**config.mk**
```make
export PLATFORM = sky130hd
export DESIGN_NAME = fmr_ring_buffer
export DESIGN_NICKNAME = d
export VERILOG_FILES = /design/src/rtl/fmr_pkg.sv /design/src/rtl/fmr_skip_finder.sv /design/src/rtl/fmr_capacity.sv /design/src/rtl/fmr_storage.sv /design/src/rtl/fmr_ring_buffer.sv
export SDC_FILE = /design/constraint.sdc
export NUM_CORES = 1
export LEC_CHECK = 0
export ABC_CLOCK_PERIOD_IN_PS = 7500
export CAP_MARGIN = 20
export CORE_UTILIZATION = 50
export DETAILED_ROUTE_END_ITERATION = 16
export PLACE_DENSITY_LB_ADDON = 0.2
export SYNTH_ARGS = -nofsm -noshare
export SYNTH_HDL_FRONTEND = slang
export SYNTH_HIERARCHICAL = 1
export SYNTH_SLANG_ARGS = --single-unit
```
**constraint.sdc**
```tcl
create_clock -name clk -period 7.5 [get_ports clk]
set_input_delay 1.125 -clock clk [delete_from_list [all_inputs] [get_ports clk]]
set_output_delay 1.125 -clock clk [all_outputs]
set_load 0.02 [all_outputs]
```
**src/rtl/fmr_pkg.sv**
```systemverilog
package fmr_pkg;
    typedef enum logic [1:0] {
        S_EMPTY   = 2'd0,
        S_PARTIAL = 2'd1,
        S_FULL    = 2'd2,
        S_DEAD    = 2'd3
    } fmr_state_e;
endpackage

```
**src/rtl/fmr_skip_finder.sv**
```systemverilog
// Finds the first healthy slot starting at start (inclusive) or just after it,
// wrapping modulo N, in pure combinational logic.
module fmr_skip_finder #(
    parameter int unsigned N  = 16,
    localparam int unsigned PW = (N > 1) ? $clog2(N) : 1
) (
    input  logic [N-1:0]  fault,
    input  logic [PW-1:0] start,
    input  logic          inclusive,
    output logic [PW-1:0] nxt,
    output logic          found
);
    function automatic logic [PW-1:0] wrap_idx(input int unsigned v);
        return (v >= N) ? PW'(v - N) : PW'(v);
    endfunction

    int unsigned step;

    always_comb begin
        step  = inclusive ? 32'd0 : 32'd1;
        nxt   = start;
        found = 1'b0;
        // scan from the farthest offset down so the nearest healthy slot wins
        for (int o = N - 1; o >= 0; o--) begin
            if (!fault[wrap_idx(32'(start) + 32'(o) + step)]) begin
                nxt   = wrap_idx(32'(start) + 32'(o) + step);
                found = 1'b1;
            end
        end
    end
endmodule

```
**src/rtl/fmr_capacity.sv**
```systemverilog
// Usable depth: min(nominal depth, number of healthy slots).
module fmr_capacity #(
    parameter int unsigned N       = 16,
    parameter int unsigned NOMINAL = 12,
    localparam int unsigned CW     = $clog2(N + 1)
) (
    input  logic [N-1:0]  fault,
    output logic [CW-1:0] cap
);
    logic [CW-1:0] healthy;

    always_comb begin
        healthy = '0;
        for (int i = 0; i < N; i++) begin
            healthy = healthy + CW'(!fault[i]);
        end
        cap = (healthy < CW'(NOMINAL)) ? healthy : CW'(NOMINAL);
    end
endmodule

```
**src/rtl/fmr_storage.sv**
```systemverilog
// Physical slot array, one register per slot, single write and single read port.
module fmr_storage #(
    parameter int unsigned N      = 16,
    parameter int unsigned DATA_W = 8,
    localparam int unsigned PW    = (N > 1) ? $clog2(N) : 1
) (
    input  logic              clk,
    input  logic              we,
    input  logic [PW-1:0]     waddr,
    input  logic [DATA_W-1:0] wdata,
    input  logic [PW-1:0]     raddr,
    output logic [DATA_W-1:0] rdata
);
    logic [DATA_W-1:0] slot_q [N];

    for (genvar g = 0; g < N; g++) begin : g_slot
        always_ff @(posedge clk) begin
            if (we && (waddr == PW'(g))) begin
                slot_q[g] <= wdata;
            end
        end
    end

    assign rdata = slot_q[raddr];
endmodule

```
**src/rtl/fmr_ring_buffer.sv**
```systemverilog
module fmr_ring_buffer
    import fmr_pkg::*;
#(
    parameter int unsigned PHYS_ENTRIES  = 16,
    parameter int unsigned NOMINAL_DEPTH = 12,
    parameter int unsigned DATA_W        = 8,
    localparam int unsigned PW = (PHYS_ENTRIES > 1) ? $clog2(PHYS_ENTRIES) : 1,
    localparam int unsigned CW = $clog2(PHYS_ENTRIES + 1)
) (
    input  logic                    clk,
    input  logic                    rst_n,
    input  logic                    push,
    input  logic [DATA_W-1:0]       push_data,
    input  logic                    pop,
    output logic [DATA_W-1:0]       pop_data,
    input  logic                    fmap_we,
    input  logic [PHYS_ENTRIES-1:0] fmap_wdata,
    output logic                    full,
    output logic                    empty,
    output logic [CW-1:0]           capacity
);
    fmr_state_e state_q, state_d;

    logic [PHYS_ENTRIES-1:0] fmap_q;
    logic [PW-1:0]           head_q, tail_q;
    logic [CW-1:0]           cnt_q, cnt_d;
    logic [CW-1:0]           cap_cur, cap_new;
    logic [PW-1:0]           head_nxt, tail_nxt, align_pos;
    logic                    head_found, tail_found, align_found;
    logic                    upd_fire, push_fire, pop_fire;

    // ---------------- capacity of the live map and of the offered map
    fmr_capacity #(.N(PHYS_ENTRIES), .NOMINAL(NOMINAL_DEPTH)) u_cap_cur (
        .fault (fmap_q),
        .cap   (cap_cur)
    );

    fmr_capacity #(.N(PHYS_ENTRIES), .NOMINAL(NOMINAL_DEPTH)) u_cap_new (
        .fault (fmap_wdata),
        .cap   (cap_new)
    );

    // ---------------- single-cycle skip logic for both pointers
    fmr_skip_finder #(.N(PHYS_ENTRIES)) u_tail_step (
        .fault     (fmap_q),
        .start     (tail_q),
        .inclusive (1'b0),
        .nxt       (tail_nxt),
        .found     (tail_found)
    );

    fmr_skip_finder #(.N(PHYS_ENTRIES)) u_head_step (
        .fault     (fmap_q),
        .start     (head_q),
        .inclusive (1'b0),
        .nxt       (head_nxt),
        .found     (head_found)
    );

    // realignment of both pointers onto a healthy slot of the new map
    fmr_skip_finder #(.N(PHYS_ENTRIES)) u_align (
        .fault     (fmap_wdata),
        .start     (head_q),
        .inclusive (1'b1),
        .nxt       (align_pos),
        .found     (align_found)
    );

    // ---------------- acceptance
    assign upd_fire  = fmap_we && (cnt_q == '0);
    assign push_fire = push && !upd_fire && (cnt_q < cap_cur);
    assign pop_fire  = pop && !upd_fire && (cnt_q != '0);

    always_comb begin
        cnt_d = cnt_q;
        if (push_fire && !pop_fire) begin
            cnt_d = cnt_q + 1'b1;
        end else if (pop_fire && !push_fire) begin
            cnt_d = cnt_q - 1'b1;
        end
    end

    // ---------------- storage
    fmr_storage #(.N(PHYS_ENTRIES), .DATA_W(DATA_W)) u_store (
        .clk   (clk),
        .we    (push_fire),
        .waddr (tail_q),
        .wdata (push_data),
        .raddr (head_q),
        .rdata (pop_data)
    );

    // ---------------- datapath registers
    always_ff @(posedge clk) begin
        if (!rst_n) begin
            fmap_q <= '0;
            head_q <= '0;
            tail_q <= '0;
            cnt_q  <= '0;
        end else begin
            cnt_q <= cnt_d;
            if (upd_fire) begin
                fmap_q <= fmap_wdata;
                head_q <= align_found ? align_pos : '0;
                tail_q <= align_found ? align_pos : '0;
            end else begin
                if (push_fire && tail_found) begin
                    tail_q <= tail_nxt;
                end
                if (pop_fire && head_found) begin
                    head_q <= head_nxt;
                end
            end
        end
    end

    // ---------------- state register
    always_ff @(posedge clk) begin
        if (!rst_n) begin
            state_q <= S_EMPTY;
        end else begin
            state_q <= state_d;
        end
    end

    // ---------------- next-state logic
    always_comb begin
        state_d = state_q;
        unique case (state_q)
            S_EMPTY: begin
                if (upd_fire && (cap_new == '0)) begin
                    state_d = S_DEAD;                                   // T_KILL
                end else if (push_fire) begin
                    state_d = (cap_cur == CW'(1)) ? S_FULL : S_PARTIAL; // T_FILL_ONE / T_FILL_FIRST
                end
            end
            S_PARTIAL: begin
                if (push_fire && !pop_fire && (cnt_q + 1'b1 == cap_cur)) begin
                    state_d = S_FULL;                                   // T_TOP_OFF
                end else if (pop_fire && !push_fire && (cnt_q == CW'(1))) begin
                    state_d = S_EMPTY;                                  // T_DRAIN_LAST
                end
            end
            S_FULL: begin
                if (pop_fire) begin
                    state_d = (cap_cur == CW'(1)) ? S_EMPTY : S_PARTIAL; // T_UNFILL_ONE / T_UNFILL
                end
            end
            S_DEAD: begin
                if (upd_fire && (cap_new != '0)) begin
                    state_d = S_EMPTY;                                  // T_REVIVE
                end
            end
            default: state_d = S_EMPTY;
        endcase
    end

    // ---------------- output decode
    always_comb begin
        full  = 1'b0;
        empty = 1'b0;
        unique case (state_q)
            S_EMPTY:   begin empty = 1'b1; full = 1'b0; end
            S_PARTIAL: begin empty = 1'b0; full = 1'b0; end
            S_FULL:    begin empty = 1'b0; full = 1'b1; end
            S_DEAD:    begin empty = 1'b1; full = 1'b1; end
            default:   begin empty = 1'b1; full = 1'b0; end
        endcase
    end

    assign capacity = cap_cur;

    // ---------------- assertions
    assert_no_write_faulty_R4: assert property (@(posedge clk) disable iff (!rst_n)
        push_fire |-> !fmap_q[tail_q]);

    assert_no_read_faulty_R4: assert property (@(posedge clk) disable iff (!rst_n)
        pop_fire |-> !fmap_q[head_q]);

    assert_no_overflow_R5: assert property (@(posedge clk) disable iff (!rst_n)
        cnt_q <= cap_cur);

    assert_full_matches_count_R5: assert property (@(posedge clk) disable iff (!rst_n)
        (state_q == S_FULL) |-> (cnt_q == cap_cur));

    assert_full_refuses_push_R5: assert property (@(posedge clk) disable iff (!rst_n)
        (full && push && !pop) |=> (cnt_q == $past(cnt_q)));

    assert_empty_matches_count_R6: assert property (@(posedge clk) disable iff (!rst_n)
        (state_q == S_EMPTY) |-> (cnt_q == '0));

    assert_empty_refuses_pop_R6: assert property (@(posedge clk) disable iff (!rst_n)
        (empty && pop && !push) |=> empty);

    assert_map_frozen_R7: assert property (@(posedge clk) disable iff (!rst_n)
        (cnt_q != '0) |=> $stable(fmap_q));

    assert_dead_flags_R8: assert property (@(posedge clk) disable iff (!rst_n)
        (cap_cur == '0) |-> (full && empty));

    assert_swap_keeps_count_R10: assert property (@(posedge clk) disable iff (!rst_n)
        (state_q == S_PARTIAL && push && pop && !fmap_we) |=> (cnt_q == $past(cnt_q)));
endmodule

```
==> run_results.csv, run 1 <==
group,metric,value,unit
outcome,outcome,"completed",
setup_path,critical-path-slowest-cell,"nor2_1",
logic_synthesis,yosysWarnings,6,
route,vias_per_cell,6.26,
die,std_cell_rows,61,
final_layout,layout-drive-gt1-share,0.142,
die,die_area,28800,um2
setup_path,critical-path-max-stage-delay,630,ps
setup_path,required,7550,ps
hold_path,hp-class,"reg -> reg",
timing,timing.fmax,0.151,GHz
logic_synthesis,ys_top_cells_by_area,"edfxtp_1 (27%), mux4_2 (11%), mux2i_1 (7.0%), dfxtp_1 (4.4%), ha_1 (3.9%)",
final_layout,n_antenna_cell,0,
setup_path,crit_path_end_kind,"flip-flop",
timing,period_share,0.883,
route,drc,0,
logic_synthesis,yosysTopAreaCell,"edfxtp_1",
route,ant_nets,0,
logic_synthesis,synth_flop_cell,"edfxtp_1",
timing,holdWs,515,ps
final_layout,area_growth,9.07,%
route,dr.pass1.iters,5,
timing,fin_skew,15.5,ps
route,routed_wl,36700,um
global_route,antenna_found_initial,0,
timing,slew_violations,0,
final_layout,multi_input_area,8930,um2
place,port_buffers,42,
clock_network,cts_num_sinks,159,
logic_synthesis,synth-edff-count,128,
setup_path,worst_ep_arrival_time,6670,ps
place,gp_congestion,0.954,
flow_run,maxCapViolCount,0,
logic_synthesis,syn_area,14100,um2
route,wl_per_cell,21.0,um
timing,hold_viol_final,0,
logic_synthesis,ys_seq_elements,159,
logic_synthesis,yosys.area.top_type_share,0.273,
final_layout,ff_latch_area,4470,um2
timing,setup-tns-final,0,ps
clock_network,tritoncts,"built",
setup_path,crit_path_start_kind,"flip-flop",
logic_synthesis,synth_cell_types,93,
die,coreArea,27800,um2
die,top_level_ports,44,
global_route,grt_pass1_vias,10378,
clock_network,cts_buffer_depth,2,
global_route,track_usage,0.258,
die,die_w,170,um
clock_network,htreeDepth,4,
setup_path,path_cells,"inv_1 -> fa_1 -> fa_1 -> fa_1 -> fa_1 -> ha_1 -> fa_1 -> o21ai_0 -> nand3_1 -> and4bb_2 -> inv_1 -> ha_1 -> nor2b_1 -> o2111ai_1 -> nand3_1 -> inv_1 -> or3b_2 -> nor2_1",
place,hpwl,27200,um
clock_network,root_buffer,"clkbuf_16",
logic_synthesis,yosysMostFrequentCell,"nand2_1",
timing,rsz0062_at_grt,"false",
logic_synthesis,syn_inst,1328,
die,die_h,170,um
setup_path,critPathMaxFanout,10,
logic_synthesis,synth_seq_area_share,0.317,
timing,max_slew.worst_pin.slew,1070,ps
clock_network,clk_latency,430,ps
timing,fin_crit,6620,ps
clock_network,cts_hold_buf,0,
setup_path,critical_path_class,"reg -> reg",
global_route,grt_max_degree,52,
die,start_util,0.507,
timing,slew_headroom,0.282,
clock_network,cts_resized,0,
timing,setup_violations,0,
logic_synthesis,synthTopCellsByCount,"nand2_1 (135), edfxtp_1 (128), mux2i_1 (99)",
global_route,grt-ovfl-total,0,
logic_synthesis,synth_area_per_cell,10.6,um2
final_layout,fill_cells,2428,
clock_network,cts_setup_buffers,0,
setup_path,crit_path_frequent_cell,"fa_1",
clock_network,path_clk_slew,80,ps
final_layout,fin_nets,1449,
logic_synthesis,async_reset_ff_frac,0,
clock_network,cts_buffers,17,
route,drtIter0Drc,863,
global_route,grt_pass1_wl,57300,um
route,via_count,10936,
## cell usage in the layout (no fill, tap or decap), types with 11 or more instances in the layout
cell type,Yosys,routed
clkbuf_16,0,17
mux2i_1,99,99
and3_1,14,14
a211oi_1,16,16
a21oi_1,45,45
a22oi_1,18,18
a21boi_1,12,12
a31oi_1,17,17
clkdlybuf4s50_1,0,42
fa_1,20,20
nand2b_1,29,29
nand3_1,40,40
mux4_1,14,14
o21ai_1,16,16
o211ai_1,11,11
nor2b_1,22,22
nor2_1,66,66
edfxtp_1,128,128
inv_1,81,81
nor3_1,18,18
xor2_1,22,22
conb_1,4,11
mux2_2,13,13
xnor2_1,19,19
dfxtp_1,31,27
and2_1,21,21
nand2_1,135,135
buf_4,15,17
o21ai_0,59,59
mux4_2,70,70
ha_1,44,44
## flip-flops by register name (all words and copies together) (netlist names)
signal	cells
tail_q	4
cnt_q	5
head_q	4
state_q	2
u_store/slot_q	128
fmap_q	16
## metal layers
layer / GRT usage / vias up / share of wire
met2: 0.452 / 456 / 0.51
met5: 0 / - / 0
met4: 0.0909 / 0 / 0.025
met3: 0.0277 / 66 / 0.059
met1: 0.330 / 5339 / 0.41
li1: - / 5075 / -
## cells by family (layout without fill, tap and decap cells)
kind of cell	Yosys count	in the layout	share of synthesized area
other	4	11	0.00107
multiplexers	206	206	0.230
flip-flops	159	159	0.317
adder cells (fa/ha/maj)	64	64	0.0675
AO/OA/AOI/OAI	286	286	0.139
buffers and inverters	148	182	0.0511
XOR/XNOR	58	58	0.0480
AND/OR/NAND/NOR	403	403	0.147
## worst max-delay path, delay by kind of cell (launching register included)
family / cells / cell delay, ps
AOI/OAI and AO/OA: 2 / 480
adders and majority gates: 7 / 2960
buffers and inverters: 3 / 430
DFF: 1 / 510
and+or+nand+nor: 6 / 1860
## area by class of cell
type	count	share of cell area
multi-input cells	1028	0.581
flip-flops and latches	159	0.291
repair buffers	59	0.0357
well taps	378	0.0308
clock buffers	18	0.0279
inverters	91	0.0226
clock inverters	14	0.0110
## metrics by stage
stage / cells / utilization / instance area (um2) / setup slack (ps)
2_1_floorplan: 1335 / - / 14100 / 1330
3_3_place_gp: 1715 / 0.531 / 14800 / 1120
3_5_place_dp: 1715 / 0.531 / 14800 / 889
4_1_cts: 1747 / 0.553 / 15400 / 887
5_1_grt: 1747 / 0.553 / 15400 / 557
6_report: 1747 / 0.553 / 15400 / 878
## path summary, 6_finish.rpt
kind	to	startpoint	cells past startpoint	slack, ps
worst min-delay path	state_q[1]	state_q[1]	2	520
worst min register to register	state_q[1]	state_q[1]	2	520
worst max-delay path	u_store/slot_q[3][0]	fmap_q[2]	18	880
worst max register to register	u_store/slot_q[3][0]	fmap_q[2]	18	880
Power of run 1 is not shown: default switching activity piles up to over one toggle a cycle in this logic, so the estimate is an artifact.
==> run 2: changes to the inputs <==
--- a/config.mk
+++ b/config.mk
@@ -5,7 +5,7 @@
 export SDC_FILE = /design/constraint.sdc
 export NUM_CORES = 1
 export LEC_CHECK = 0
-export ABC_CLOCK_PERIOD_IN_PS = 7500
+export ABC_CLOCK_PERIOD_IN_PS = 6700
 export CAP_MARGIN = 20
 export CORE_UTILIZATION = 50
 export DETAILED_ROUTE_END_ITERATION = 16
==> constraint.sdc (replaced) <==
create_clock -name clk -period 6.7 [get_ports clk]
set_input_delay 1.005 -clock clk [delete_from_list [all_inputs] [get_ports clk]]
set_output_delay 1.005 -clock clk [all_outputs]
set_load 0.02 [all_outputs]
==> run 2 against run 1 <==
Net effect: register-to-register slack worse by 490 ps; fmax up 4.9%; critical endpoint is now u_store/slot_q[0][2]; utilization grew 0.36 points; clock skew down 1.5 ps; first-iteration DRC count is 6.0% higher; the flow now finishes with violations (design-rule violations); cell area increased by 0.65%; global-route usage increased by 0.16 points; die area unchanged; clock-buffer cell count fell by 1; via count grew 0.25%; wire length down 0.33%.
==> run_results.csv, run 2 (synthesized netlist as in run 1, its figures left out) <==
group,metric,value,unit
setup_path,worst_ep_arrival_time,6440,ps
route,wl_per_cell,20.8,um
die,top_level_ports,44,
final_layout,layout-drive-gt1-share,0.151,
hold_path,hp-class,"reg -> reg",
setup_path,critical_path_class,"reg -> reg",
setup_path,crit_end,"u_store/slot_q[0][2]",
route,routed_wl,36600,um
global_route,grt_pass1_wl,58000,um
setup_path,path_cells,"fa_1 -> inv_1 -> fa_1 -> fa_1 -> fa_1 -> ha_1 -> fa_1 -> o21ai_0 -> nand3_1 -> and4bb_2 -> inv_1 -> ha_1 -> nor2b_1 -> o2111ai_1 -> nand3_1 -> inv_1 -> or3b_2 -> nor3_1 -> buf_4",
global_route,track_usage,0.259,
timing,fin_crit,6310,ps
timing,setup-tns-final,0,ps
final_layout,largest_register_ffs,128,
die,coreArea,27800,um2
global_route,antenna_found_initial,0,
final_layout,layout_common_cells,"nand2_1 (135), edfxtp_1 (128), mux2i_1 (99)",
clock_network,tritoncts,"built",
route,dr.pass1.iters,11,
route,via_count,10963,
final_layout,fin_nets,1459,
route,routed.top_layer,"met4",
outcome,violations,"design-rule violations",
clock_network,cts_buffers,17,
clock_network,root_buffer,"clkbuf_16",
global_route,grt_max_degree,39,
setup_path,required,6830,ps
route,vias_per_cell,6.24,
setup_path,path_depth,19,
timing,max_slew.worst_pin.slew,1080,ps
setup_path,r2r_end,"u_store/slot_q[0][2]",
final_layout,fill_cells,2441,
setup_path,crit_path_frequent_cell,"fa_1",
clock_network,htreeDepth,4,
timing,slew_violations,0,
setup_path,r2r_slack,390,ps
setup_path,reg2reg_depth,19,
setup_path,cp_num_buf_inv,4,
final_layout,n_antenna_cell,0,
setup_path,crit_path_end_kind,"flip-flop",
global_route,grt_pass1_vias,10522,
clock_network,clk_latency,430,ps
final_layout,layout_commonest_cell,"nand2_1",
setup_path,crit_start,"fmap_q[6]",
final_layout,top_regs,"u_store/slot_q: 128 flops, fmap_q: 16 flops, cnt_q: 5 flops",
route,wirelength_met1,15300,um
die,die_w,170,um
die,std_cell_rows,61,
route,ant_nets,0,
setup_path,worstReg2RegStart,"fmap_q[6]",
setup_path,critPathMaxFanout,10,
timing,timing.fmax,0.158,GHz
clock_network,cts_buffer_depth,2,
timing,setup_violations,0,
setup_path,critical-path-max-stage-delay,570,ps
setup_path,critical-path-slowest-cell,"dfxtp_1",
die,start_util,0.507,
setup_path,cpLargestDelayFamily,"adder cells",
route,drtIter0Drc,915,
final_layout,top_register,"u_store/slot_q",
timing,rsz0062_at_grt,"false",
final_layout,area_growth,9.78,%
place,hpwl,27000,um
timing,period_share,0.942,
die,die_area,28800,um2
outcome,outcome,"finished with violations",
global_route,grt-ovfl-total,0,
timing,fin_skew,14.0,ps
route,met2_length,18300,um
route,met3_wirelength,2090,um
clock_network,path_clk_slew,80,ps
clock_network,cts_setup_buffers,0,
setup_path,crit_path_start_kind,"flip-flop",
die,die_h,170,um
timing,slew_headroom,0.279,
clock_network,cts_num_sinks,159,
flow_run,maxCapViolCount,0,
place,port_buffers,42,
route,drc,2,
place,gp_congestion,0.972,
timing,hold_viol_final,0,
run 2: cell count changes in the layout (fill, tap and decap cells not counted), sizes merged:
cell      previous run  this run
bufinv               1         0
clkinv               8        10
clkbuf              18        17
inv                 94        96
clkinvlp             2         0
buf                 17        27
run 2: how the worst min path moves through the flow:
stage,start,to,slack (ps),cells after the start
after floorplan,state_q[1],state_q[1],470,2
after global placement,state_q[0],state_q[0],500,2
after detailed placement,state_q[1],state_q[1],500,2
after CTS,state_q[1],state_q[1],520,2
after global routing,state_q[1],state_q[1],560,2
final,state_q[1],state_q[1],520,2
run 2: layer usage:
layer / GRT usage / up-vias
met1: 0.343 / 5420
met2: 0.443 / 393
met5: 0 / -
li1: - / 5092
met4: 0.0877 / 0
met3: 0.0291 / 58
run 2: tightest hold or removal path, cell delays in order (launching register included):
cell and delay [ps]:
dfxtp_1 350, nand2_1 70, mux2i_1 60
run 2: final cells by class:
cell class	instances	area, um2	share of cell area
Clock inverter	15	194	0.0125
Multi-Input combinational cell	1028	8930	0.578
Clock buffer	17	425	0.0275
Inverter	91	347	0.0224
Sequential cell	159	4470	0.289
Timing Repair Buffer	69	623	0.0403
Tap cell	378	473	0.0306
run 2: stage by stage:
| stage | cell area, um2 | std cells | hold WS (ps) | setup WS (ps) | utilization |
|---|---|---|---|---|---|
| floorplan | 14100 | 1335 | 471 | 527 | - |
| global placement | 14800 | 1724 | 499 | 442 | 0.534 |
| detailed placement | 14800 | 1724 | 505 | 317 | 0.534 |
| CTS | 15500 | 1756 | 521 | 359 | 0.556 |
| global route | 15500 | 1757 | 560 | 33.9 | 0.557 |
| finish | 15500 | 1757 | 521 | 388 | 0.557 |
run 2: what timing repair did:
| action | 4_1_cts | 5_1_grt |
|---|---|---|
| hold buffers | 0 | 0 |
| gates resized for setup | 0 | 2 |
| setup endpoints to repair | 0 | 10 |
Power of run 2 is left out for the same reason.
